## src/rtl/mlc_pkg.sv

```systemverilog
package mlc_pkg;

    typedef enum logic [2:0] {
        ST_IDLE,
        ST_DISCH,
        ST_PRECH,
        ST_LATCH,
        ST_SAMPLE,
        ST_COPY,
        ST_PULSE,
        ST_DONE
    } seq_state_e;

    typedef enum logic [1:0] {
        PH_RC1,
        PH_RC2,
        PH_ST1,
        PH_ST2
    } phase_e;

    typedef struct packed {
        logic main;
        logic ref_a;
        logic ref_b;
    } refsel_t;

    localparam logic [1:0] THR_LOW  = 2'd0;
    localparam logic [1:0] THR_MID  = 2'd1;
    localparam logic [1:0] THR_HIGH = 2'd2;

    function automatic refsel_t thr_to_sel(input logic [1:0] idx);
        refsel_t s;
        case (idx)
            THR_LOW: s = '{main: 1'b1, ref_a: 1'b1, ref_b: 1'b1};
            THR_MID: s = '{main: 1'b1, ref_a: 1'b0, ref_b: 1'b1};
            default: s = '{main: 1'b1, ref_a: 1'b1, ref_b: 1'b0};
        endcase
        return s;
    endfunction

    function automatic int imax(input int a, input int b);
        return (a > b) ? a : b;
    endfunction

endpackage

```

## src/rtl/mlc_timer.sv

```systemverilog
module mlc_timer #(
    parameter int W = 4
) (
    input  logic         clk,
    input  logic         rst,
    input  logic         load,
    input  logic [W-1:0] load_val,
    output logic         zero
);
    logic [W-1:0] cnt_q;

    always_ff @(posedge clk) begin
        if (rst)
            cnt_q <= '0;
        else if (load)
            cnt_q <= load_val;
        else if (cnt_q != '0)
            cnt_q <= cnt_q - 1'b1;
    end

    assign zero = (cnt_q == '0);

endmodule

```

## src/rtl/mlc_refsel.sv

```systemverilog
module mlc_refsel
    import mlc_pkg::*;
(
    input  logic          clk,
    input  logic          rst,
    input  logic          active,
    input  phase_e        phase,
    input  logic          hi_bit,
    input  logic [1:0]    target,
    output refsel_t       sel
);
    always_comb begin
        sel = '0;
        if (active) begin
            case (phase)
                PH_RC1:  sel = thr_to_sel(THR_MID);
                PH_RC2:  sel = thr_to_sel(hi_bit ? THR_HIGH : THR_LOW);
                PH_ST1:  sel = thr_to_sel(target);
                default: sel = thr_to_sel(target - 2'd1);
            endcase
        end
    end

    // first recall comparison always against the middle threshold
    a_r3_first_mid: assert property (@(posedge clk) disable iff (rst)
        (active && phase == PH_RC1) |-> (sel.main && !sel.ref_a && sel.ref_b));

    // second recall comparison always has both the element and reference A on
    a_r4_second_refa: assert property (@(posedge clk) disable iff (rst)
        (active && phase == PH_RC2) |-> (sel.main && sel.ref_a));

endmodule

```

## src/rtl/mlc_seq.sv

```systemverilog
module mlc_seq
    import mlc_pkg::*;
#(
    parameter int T_DISCH = 2,
    parameter int T_PRE   = 3,
    parameter int T_LATCH = 2,
    parameter int T_SET   = 4,
    parameter int T_RST   = 5
) (
    input  logic       clk,
    input  logic       rst,
    input  logic       start_recall,
    input  logic       start_store,
    input  logic       comp_hi_in,
    input  logic       cell_lo_in,
    input  logic       node_s2,
    output logic       sel_main,
    output logic       sel_ref_a,
    output logic       sel_ref_b,
    output logic       latch_n,
    output logic       precharge,
    output logic       pl_high,
    output logic       set_pulse,
    output logic       reset_pulse,
    output logic       comp_wr_en,
    output logic       comp_wr_bit,
    output logic [1:0] code_out,
    output logic       busy,
    output logic       done
);
    localparam int TMAX = imax(imax(imax(T_DISCH, T_PRE), imax(T_LATCH, T_SET)), T_RST);
    localparam int TW   = $clog2(TMAX + 1);

    seq_state_e state_q, state_d;
    phase_e     phase_q, phase_d;
    logic       hi_q, hi_d, lo_q, lo_d;
    logic [1:0] target_q, target_d;
    logic       pset_q, pset_d;
    logic       t_load, t_zero;
    logic [TW-1:0] t_val;
    logic       sel_active;
    refsel_t    sel;

    always_comb begin
        state_d  = state_q;
        phase_d  = phase_q;
        hi_d     = hi_q;
        lo_d     = lo_q;
        target_d = target_q;
        pset_d   = pset_q;
        case (state_q)
            ST_IDLE: begin
                if (start_recall) begin
                    phase_d = PH_RC1;
                    state_d = ST_DISCH;
                end else if (start_store) begin
                    target_d = {comp_hi_in, cell_lo_in};
                    phase_d  = ({comp_hi_in, cell_lo_in} == 2'b11) ? PH_ST2 : PH_ST1;
                    state_d  = ST_DISCH;
                end
            end
            ST_DISCH: if (t_zero) state_d = ST_PRECH;
            ST_PRECH: if (t_zero) state_d = ST_LATCH;
            ST_LATCH: if (t_zero) state_d = ST_SAMPLE;
            ST_SAMPLE: begin
                case (phase_q)
                    PH_RC1: begin
                        hi_d    = !node_s2;
                        state_d = ST_COPY;
                    end
                    PH_RC2: begin
                        lo_d    = !node_s2;
                        state_d = ST_DONE;
                    end
                    PH_ST1: begin
                        if (!node_s2) begin
                            pset_d  = 1'b1;
                            state_d = ST_PULSE;
                        end else if (target_q != 2'b00) begin
                            phase_d = PH_ST2;
                            state_d = ST_DISCH;
                        end else begin
                            state_d = ST_DONE;
                        end
                    end
                    default: begin
                        if (node_s2) begin
                            pset_d  = 1'b0;
                            state_d = ST_PULSE;
                        end else begin
                            state_d = ST_DONE;
                        end
                    end
                endcase
            end
            ST_COPY: begin
                phase_d = PH_RC2;
                state_d = ST_DISCH;
            end
            ST_PULSE: begin
                if (t_zero) begin
                    if (phase_q == PH_ST1 && target_q != 2'b00) begin
                        phase_d = PH_ST2;
                        state_d = ST_DISCH;
                    end else begin
                        state_d = ST_DONE;
                    end
                end
            end
            default: state_d = ST_IDLE;
        endcase
    end

    always_comb begin
        t_load = (state_d != state_q);
        case (state_d)
            ST_DISCH: t_val = TW'(T_DISCH - 1);
            ST_PRECH: t_val = TW'(T_PRE - 1);
            ST_LATCH: t_val = TW'(T_LATCH - 1);
            ST_PULSE: t_val = pset_d ? TW'(T_SET - 1) : TW'(T_RST - 1);
            default:  t_val = '0;
        endcase
    end

    always_ff @(posedge clk) begin
        if (rst) begin
            state_q  <= ST_IDLE;
            phase_q  <= PH_RC1;
            hi_q     <= 1'b0;
            lo_q     <= 1'b0;
            target_q <= 2'b00;
            pset_q   <= 1'b0;
        end else begin
            state_q  <= state_d;
            phase_q  <= phase_d;
            hi_q     <= hi_d;
            lo_q     <= lo_d;
            target_q <= target_d;
            pset_q   <= pset_d;
        end
    end

    mlc_timer #(.W(TW)) i_timer (
        .clk      (clk),
        .rst      (rst),
        .load     (t_load),
        .load_val (t_val),
        .zero     (t_zero)
    );

    assign sel_active = (state_q == ST_DISCH) || (state_q == ST_PRECH) ||
                        (state_q == ST_LATCH) || (state_q == ST_SAMPLE) ||
                        (state_q == ST_PULSE);

    mlc_refsel i_refsel (
        .clk    (clk),
        .rst    (rst),
        .active (sel_active),
        .phase  (phase_q),
        .hi_bit (hi_q),
        .target (target_q),
        .sel    (sel)
    );

    assign sel_main    = sel.main;
    assign sel_ref_a   = sel.ref_a;
    assign sel_ref_b   = sel.ref_b;
    assign latch_n     = !((state_q == ST_LATCH) || (state_q == ST_SAMPLE) || (state_q == ST_PULSE));
    assign precharge   = (state_q == ST_PRECH);
    assign set_pulse   = (state_q == ST_PULSE) && pset_q;
    assign reset_pulse = (state_q == ST_PULSE) && !pset_q;
    assign pl_high     = set_pulse;
    assign comp_wr_en  = (state_q == ST_COPY);
    assign comp_wr_bit = hi_q;
    assign code_out    = {hi_q, lo_q};
    assign busy        = (state_q != ST_IDLE);
    assign done        = (state_q == ST_DONE);

    // never both pulse kinds at once
    a_r11_pulse_excl: assert property (@(posedge clk) disable iff (rst)
        !(set_pulse && reset_pulse));

    // set pulse only with program line at set level and element connected
    a_r7_set_level: assert property (@(posedge clk) disable iff (rst)
        set_pulse |-> (pl_high && sel_main));

    // reset pulse only with program line low and element connected
    a_r8_reset_level: assert property (@(posedge clk) disable iff (rst)
        reset_pulse |-> (!pl_high && sel_main));

    // precharge only while the latch is disabled
    a_r2_pre_latch_off: assert property (@(posedge clk) disable iff (rst)
        precharge |-> latch_n);

    // latch enables only straight after precharge
    a_r2_latch_after_pre: assert property (@(posedge clk) disable iff (rst)
        $fell(latch_n) |-> $past(precharge));

    // companion write happens with nodes released
    a_r5_copy_idle_nodes: assert property (@(posedge clk) disable iff (rst)
        comp_wr_en |-> (latch_n && !precharge && !sel_main));

    // done is followed by idle
    a_r10_done_then_idle: assert property (@(posedge clk) disable iff (rst)
        done |=> !busy);

    // busy starts only from a request
    a_r10_busy_from_req: assert property (@(posedge clk) disable iff (rst)
        $rose(busy) |-> $past(start_recall || start_store));

endmodule

```

## config.mk

```make
export PLATFORM = sky130hd
export DESIGN_NAME = mlc_seq
export DESIGN_NICKNAME = d
export VERILOG_FILES = /design/src/rtl/mlc_pkg.sv /design/src/rtl/mlc_timer.sv /design/src/rtl/mlc_refsel.sv /design/src/rtl/mlc_seq.sv
export SDC_FILE = /design/constraint.sdc
export NUM_CORES = 1
export LEC_CHECK = 0
export BUFFER_PORTS_ARGS = -buffer_cell sky130_fd_sc_hd__buf_2
export CORE_AREA = 4 4 49 51
export DETAILED_ROUTE_END_ITERATION = 8
export DIE_AREA = 0 0 53 55
export GPL_TIMING_DRIVEN = 0
export PLACE_DENSITY_LB_ADDON = 0.2
export SYNTH_ARGS = -nofsm -noshare
export SYNTH_HDL_FRONTEND = slang
export SYNTH_SLANG_ARGS = --single-unit
```

## constraint.sdc

```tcl
create_clock -name clk -period 2.1 [get_ports clk]
set_input_delay 0.42 -clock clk [delete_from_list [all_inputs] [get_ports clk]]
set_output_delay 0.42 -clock clk [all_outputs]
set_load 0.01 [all_outputs]
```

==> key figures, run 1 <==
Route
  – Post-DRT Antenna Nets: 0
  – Vias per cell: 5.75
  – Top Layer Used: met4
  – Avg WL per Cell: 13.4 um
  – Remaining DRCs: 0
  – Metal3 WL: 182 um
  – WL met2: 1100 um
  – WL final: 2530 um
  – Detailed Route Iter0 Violations: 47
  – 1st-pass router iterations: 4
  – Routed metal-1 wirelength: 1190 um
  – Vias: 1087

Synthesis
  – Mapped Cells: 139
  – Number of enable flip-flop cells after synthesis: 0
  – FFs w/ async S/R, synth: 0%
  – Mapped Area: 0.00102 mm^2
  – Unique masters post-synth: 43
  – YS warnings: 0
  – Leading register cell type out of synthesis: dfxtp_1
  – Syn_area_per_cell: 7.32 um^2
  – Yosys reg bits: 13
  – Post-synthesis net count: 151
  – Post-synthesis sequential area ratio: 25.6%

STA
  – Setup violators final: 0
  – Hold slack: 0.348 ns
  – Fin. max-slew vios: 0
  – F_max: 503 MHz
  – Final setup TNS: 0 ns
  – Fin crit period: 1.99 ns
  – Worst-margin pin slew: 0.494 ns
  – Fin crit share: 94.7%
  – Final Hold Violating Endpoints: 0
  – Worst-case headroom to the max-slew limit: 67.0%
  – Clk_skew: 0.00243 ns
  – RSZ-0062 raised after global routing: false

Layout
  – Fill cells: 185
  – Final core utilization: 61.8%
  – Area growth syn-to-layout: 18.0%
  – Inserted Diodes: 0
  – Final #Nets: 175
  – Share of cells above drive strength 1: 25.9%
  – Commonest non-fill, non-tap cell in the layout: buf_2
  – Most frequent cells in the layout: buf_2 (19), nor2_1 (17), a21oi_1 (13)
  – Fin area: 0.00120 mm^2

Clocking
  – # H-tree levels: 1
  – Clock sink count: 13
  – Clock slew at reported path FFs: 0.08 ns
  – Later-pin clock latency in the skew report: 0.28 ns
  – CTS tree: yes
  – Root Driver: clkbuf_4
  – Postcts setup bufs: 0
  – CTS Buffer Depth: 2
  – Post-CTS Hold Buffers: 0
  – Num CTS Buffers: 3

Worst setup path
  – Startpoint types: flop
  – Crit end category: flop
  – CP max FO: 5
  – FF-to-FF setup slack: 0.11 ns
  – CP Capture Point: i_timer.cnt_q[0]
  – Worst setup path category: reg -> reg
  – Max stage delay cell, worst path: or4_1
  – Data required, critical path: 2.29 ns
  – Max incr delay on CP: 0.51 ns
  – Reg2Reg Depth: 7
  – Critical path arrival: 2.18 ns
  – Reg2reg end: i_timer.cnt_q[0]
  – Worst setup path start: i_timer.cnt_q[0]
  – CP cell instances: inv_1 > ha_1 > ha_1 > and3b_4 > o31a_1 > or4_1 > o31ai_1
  – R2R Path Start: i_timer.cnt_q[0]
  – Worst path most repeated cell: ha_1

Floorplanning
  – Die width: 53 um
  – I/O pins: 21
  – Die area: 0.00292 mm^2
  – Die Ht: 55 um
  – Initial Utilization: 52.4%
  – Core area: 0.00194 mm^2
  – Rows: 16

Power and ir drop
  – Switching Power: 0.645 mW
  – Sw Share: 46.5%
  – Power per cell area: 1160 mW/mm^2
  – VDD IR max: 0.000774 V
  – Internal: 0.741 mW
  – Clk pwr share: 11.7%
  – Static Leak: 0.507 nW
  – Total Power: 1.39 mW
  – Combinational Power Share: 62.0%
  – Sequential power share: 26.3%

Placed design
  – Dpl cell area: 0.00115 mm^2
  – DP HPWL: 1880 um
  – GP Congestion: 0.852
  – IO Port Bufs: 19

GRT
  – First-pass GRT wire length: 4130 um
  – Vias in the first global route: 936
  – GR Overflow Total: 0
  – Largest net degree at the start of global routing: 11
  – Antenna violations before repair: 0
  – All-Layer GR Usage: 19.3%

Hold path
  – Worst Hold Class: in -> reg

Flow run
  – Max-Cap Viols: 0

Run status
  – Status: complete, no violations
-- repair_timing --
action / CTS / global route
cloned: 0 / 0
endpoints found under the setup margin: 3 / 5
pin swaps: 0 / 1
resized for setup: 3 / 15
-- state kept, by name, indices dropped and copies added, names as in the netlist --
name           flops
i_timer.cnt_q      3
comp_wr_bit        1
lo_q               1
state_q            3
target_q           2
pset_q             1
phase_q            2
-- synth_stat cells, types with 2 or more instances --
master / instances / area [um^2]
or3_1: 2 / 12.5
buf_4: 5 / 37.5
a22oi_1: 2 / 15.0
dfxtp_1: 13 / 260
ha_1: 5 / 62.6
nor2_1: 17 / 63.8
clkbuf_1: 5 / 18.8
nand2_1: 10 / 37.5
nor3_1: 4 / 20.0
nand3_1: 2 / 10.0
nor2b_1: 5 / 31.3
and3_1: 2 / 12.5
o21ai_0: 7 / 35.0
nand4_1: 2 / 12.5
nand2b_1: 3 / 18.8
a21oi_1: 13 / 65.1
a211oi_1: 4 / 30.0
a311oi_1: 3 / 26.3
inv_1: 11 / 41.3
-- area by class of cell --
class | count | area (um^2) | area share [%]
multi-input combinational | 103 | 651 | 54.2
sequential | 13 | 264 | 22.0
timing repair buffer | 19 | 95.1 | 7.92
buffer | 12 | 88.8 | 7.40
inverter | 11 | 41.3 | 3.44
tap | 27 | 33.8 | 2.82
clock buffer | 4 | 26.3 | 2.19
-- power by group through the flow --
stage          combinational, mW  clock (mW)  sequential [mW]
6_report                   0.859       0.162            0.365
4_1_cts                    0.826       0.164            0.356
3_5_place_dp               0.809           0            0.361
2_1_floorplan              0.617           0            0.348
5_1_grt                    0.956       0.179            0.376
3_3_place_gp               0.790           0            0.360
-- per-stage QoR --
step	setup slack [ns]	instances
global placement	0.0805	185
global route	0.00559	189
finish	0.111	189
CTS	0.0103	189
detailed placement	0.0525	185
floorplan	0.196	139
-- worst min path at each step --
stage,slack (ns),startpoint,to,cells after the start
after floorplan,0.45,target_q[1],target_q[1],2
after global placement,0.47,target_q[1],target_q[1],2
after detailed placement,0.48,target_q[1],target_q[1],2
after CTS,0.36,rst,state_q[0],2
after global routing,0.36,rst,state_q[0],2
final,0.35,rst,state_q[0],2
-- worst max-delay path: cells and delay by family (launching register included) --
| kind | cells | cell delay [ns] |
|---|---|---|
| AOI/OAI and AO/OA | 2 | 0.37 |
| adders and majority gates | 2 | 0.41 |
| buffers and inverters | 1 | 0.04 |
| DFF | 1 | 0.34 |
| and+or+nand+nor | 2 | 0.72 |
-- layer usage --
layer	up-vias	global-route usage [%]
li1	538	-
met1	489	25.4
met2	51	31.4
met3	9	3.22
met4	0	7.23
met5	-	0
-- cell families (layout without fill, tap and decap cells) --
group / Yosys count / in the layout / share of synthesized area (%)
DFF: 13 / 13 / 25.6
adders and majority gates: 5 / 5 / 6.15
buffers and inverters: 23 / 46 / 11.2
xor gates and xnor gates: 2 / 2 / 1.72
and+or+nand+nor: 53 / 53 / 27.1
muxes: 1 / 1 / 0.984
AOI/OAI and AO/OA: 42 / 42 / 27.3
(Power assumes the default switching activity.)
==> inputs of run 2 (changes only) <==
--- a/config.mk
+++ b/config.mk
@@ -11,6 +11,7 @@
 export DIE_AREA = 0 0 53 55
 export GPL_TIMING_DRIVEN = 0
 export PLACE_DENSITY_LB_ADDON = 0.2
+export REMOVE_ABC_BUFFERS = 1
 export SYNTH_ARGS = -nofsm -noshare
 export SYNTH_HDL_FRONTEND = slang
 export SYNTH_SLANG_ARGS = --single-unit
==> key figures, run 2 (synthesized netlist as in run 1, its figures left out) <==
Worst setup path
  – CP cell instances: inv_1 > ha_1 > ha_4 > and3b_4 > o31a_1 > or4_1 > o31ai_1
  – Worst setup path category: reg -> reg
  – Crit end category: flop
  – Buf/Inv on CP: 1 (unchanged)
  – Max incr delay on CP: 0.52 ns (about the same)
  – Max stage delay cell, worst path: or4_1
  – Critical path arrival: 2.19 ns (about the same)
  – Data required, critical path: 2.29 ns (about the same)
  – Startpoint types: flop
  – Top delay family on crit path: simple AND/OR/NAND/NOR gates
  – CP max FO: 13 (+8)

STA
  – Clk_skew: 0.00198 ns (-0.000453 ns)
  – Worst-case headroom to the max-slew limit: 70.4% (+3.3 points)
  – Fin. max-slew vios: 0 (unchanged)
  – Setup violators final: 0 (unchanged)
  – Fin crit share: 95.4% (+0.71 points)
  – RSZ-0062 raised after global routing: false
  – Worst-margin pin slew: 0.444 ns (-0.0504 ns)
  – Final worst slack: 0.0958 ns (-0.0149 ns)
  – Fin crit period: 2.00 ns (+0.0149 ns)
  – F_max: 499 MHz (-0.75%)
  – Final Hold Violating Endpoints: 0 (unchanged)
  – Final setup TNS: 0 ns (unchanged)

Layout
  – Area growth syn-to-layout: 10.5%
  – Inserted Diodes: 0 (unchanged)
  – Fill cells: 197 (+6.5%)
  – Largest registers: i_timer.cnt_q (3), state_q (3)
  – Final core utilization: 57.9% (-3.9 points)
  – Commonest non-fill, non-tap cell in the layout: buf_2
  – Post-Layout Cell Count: 178 (-5.8%)
  – Final #Nets: 164 (-6.3%)
  – Most frequent cells in the layout: buf_2 (20), nor2_1 (17), a21oi_1 (13)
  – Share of cells above drive strength 1: 21.9% (-4.1 points)

Route
  – 1st-pass router iterations: 4 (unchanged)
  – WL final: 2270 um (-10%)
  – Remaining DRCs: 0 (unchanged)
  – Post-DRT Antenna Nets: 0 (unchanged)
  – Detailed Route Iter0 Violations: 34 (-28%)
  – Vias per cell: 5.74 (-0.27%)
  – Vias: 1021 (-6.1%)
  – Avg WL per Cell: 12.8 um (-4.5%)

Floorplanning
  – Core area: 0.00194 mm^2 (unchanged)
  – Die width: 53 um (unchanged)
  – Die area: 0.00292 mm^2 (unchanged)
  – Initial Utilization: 52.4% (unchanged)
  – Die Ht: 55 um (unchanged)
  – I/O pins: 21 (unchanged)
  – Rows: 16 (unchanged)

Power and ir drop
  – Combinational Power Share: 56.1% (-5.9 points)
  – Sequential power share: 32.0% (+5.7 points)
  – Sw Share: 45.5% (-1.0 points)
  – Static Leak: 0.453 nW (-11%)
  – VDD IR max: 0.000679 V (-12%)
  – Switching Power: 0.606 mW (-5.9%)
  – Total Power: 1.33 mW (-3.9%)
  – Internal: 0.726 mW (-2.0%)
  – Power per cell area: 1190 mW/mm^2 (+2.7%)
  – Clk pwr share: 11.9% (+0.2 points)

GRT
  – All-Layer GR Usage: 17.8% (-1.4 points)
  – Antenna violations before repair: 0 (unchanged)
  – Largest net degree at the start of global routing: 19 (+8)
  – Vias in the first global route: 885 (-5.4%)
  – First-pass GRT wire length: 3840 um (-7.2%)
  – GR Overflow Total: 0 (unchanged)

Placed design
  – Dpl cells: 174 (-5.9%)
  – IO Port Bufs: 20 (+1)
  – DP HPWL: 1600 um (-15%)
  – Dpl ws: -0.0948 ns (-0.147 ns)
  – GP Congestion: 0.852 (about the same)

Clocking
  – Root Driver: clkbuf_4
  – CTS Buffer Depth: 2 (unchanged)
  – Clock slew at reported path FFs: 0.08 ns (about the same)
  – Later-pin clock latency in the skew report: 0.28 ns (about the same)
  – Postcts setup bufs: 0 (unchanged)
  – # H-tree levels: 1 (unchanged)
  – CTS tree: yes
  – Clock sink count: 13 (unchanged)
  – Num CTS Buffers: 3 (unchanged)

Flow run
  – Max-Cap Viols: 0 (unchanged)

Run status
  – Status: complete, no violations

Hold path
  – Worst Hold Class: in -> reg
## run 2: cell count changes in the layout (fill, tap and decap cells not counted), sizes merged
cell / change
clkbuf: -5
buf: -6
## run 2: area by class of cell
| class | count | area (um^2) | area share, % |
|---|---|---|---|
| Timing Repair Buffer | 20 | 100 | 8.91 |
| Sequential cell | 13 | 267 | 23.7 |
| Multi-Input combinational cell | 103 | 656 | 58.4 |
| Clock buffer | 4 | 26.3 | 2.34 |
| Inverter | 11 | 41.3 | 3.67 |
| Tap cell | 27 | 33.8 | 3.01 |
## run 2: worst paths after layout
kind	slack [ns]	to	cells past startpoint	start
worst min-delay path	0.40	target_q[1]	3	comp_hi_in
worst max register to register	0.1	i_timer.cnt_q[0]	7	i_timer.cnt_q[0]
worst min register to register	0.48	target_q[1]	2	target_q[1]
worst max-delay path	0.1	i_timer.cnt_q[0]	7	i_timer.cnt_q[0]
## run 2: routing by layer
layer  up-vias  GRT usage [%]  wire length, um
met2        41           26.4              945
met5         -              0                0
met1       458           24.8             1100
li1        518              -                -
met3         4           2.95              199
met4         0           8.94               32
## run 2: worst register-to-register path, stage by stage (launching register included)
cell and delay (ns):
dfxtp_2 0.34, inv_1 0.04, ha_1 0.22, ha_4 0.21, and3b_4 0.21, o31a_1 0.30, or4_1 0.52, o31ai_1 0.08
## run 2: repair_timing
action	in CTS	in global routing
resized for setup	5	2
endpoints found under the setup margin	4	2
hold buffers	0	0
hold endpoints to repair	0	0
pin swaps	0	1
## run 2: stage by stage
| stage | cell area [um^2] | hold WS [ns] |
|---|---|---|
| floorplan | 945 | 0.447 |
| global placement | 1080 | 0.468 |
| detailed placement | 1080 | 0.476 |
| CTS | 1120 | 0.394 |
| global route | 1120 | 0.413 |
| finish | 1120 | 0.397 |
## run 2: power by group through the flow
stage,combinational [mW],sequential (mW),clock [mW]
2_1_floorplan,0.537,0.393,0
3_3_place_gp,0.691,0.420,0
3_5_place_dp,0.699,0.422,0
4_1_cts,0.745,0.421,0.165
5_1_grt,0.853,0.442,0.175
6_report,0.747,0.426,0.159
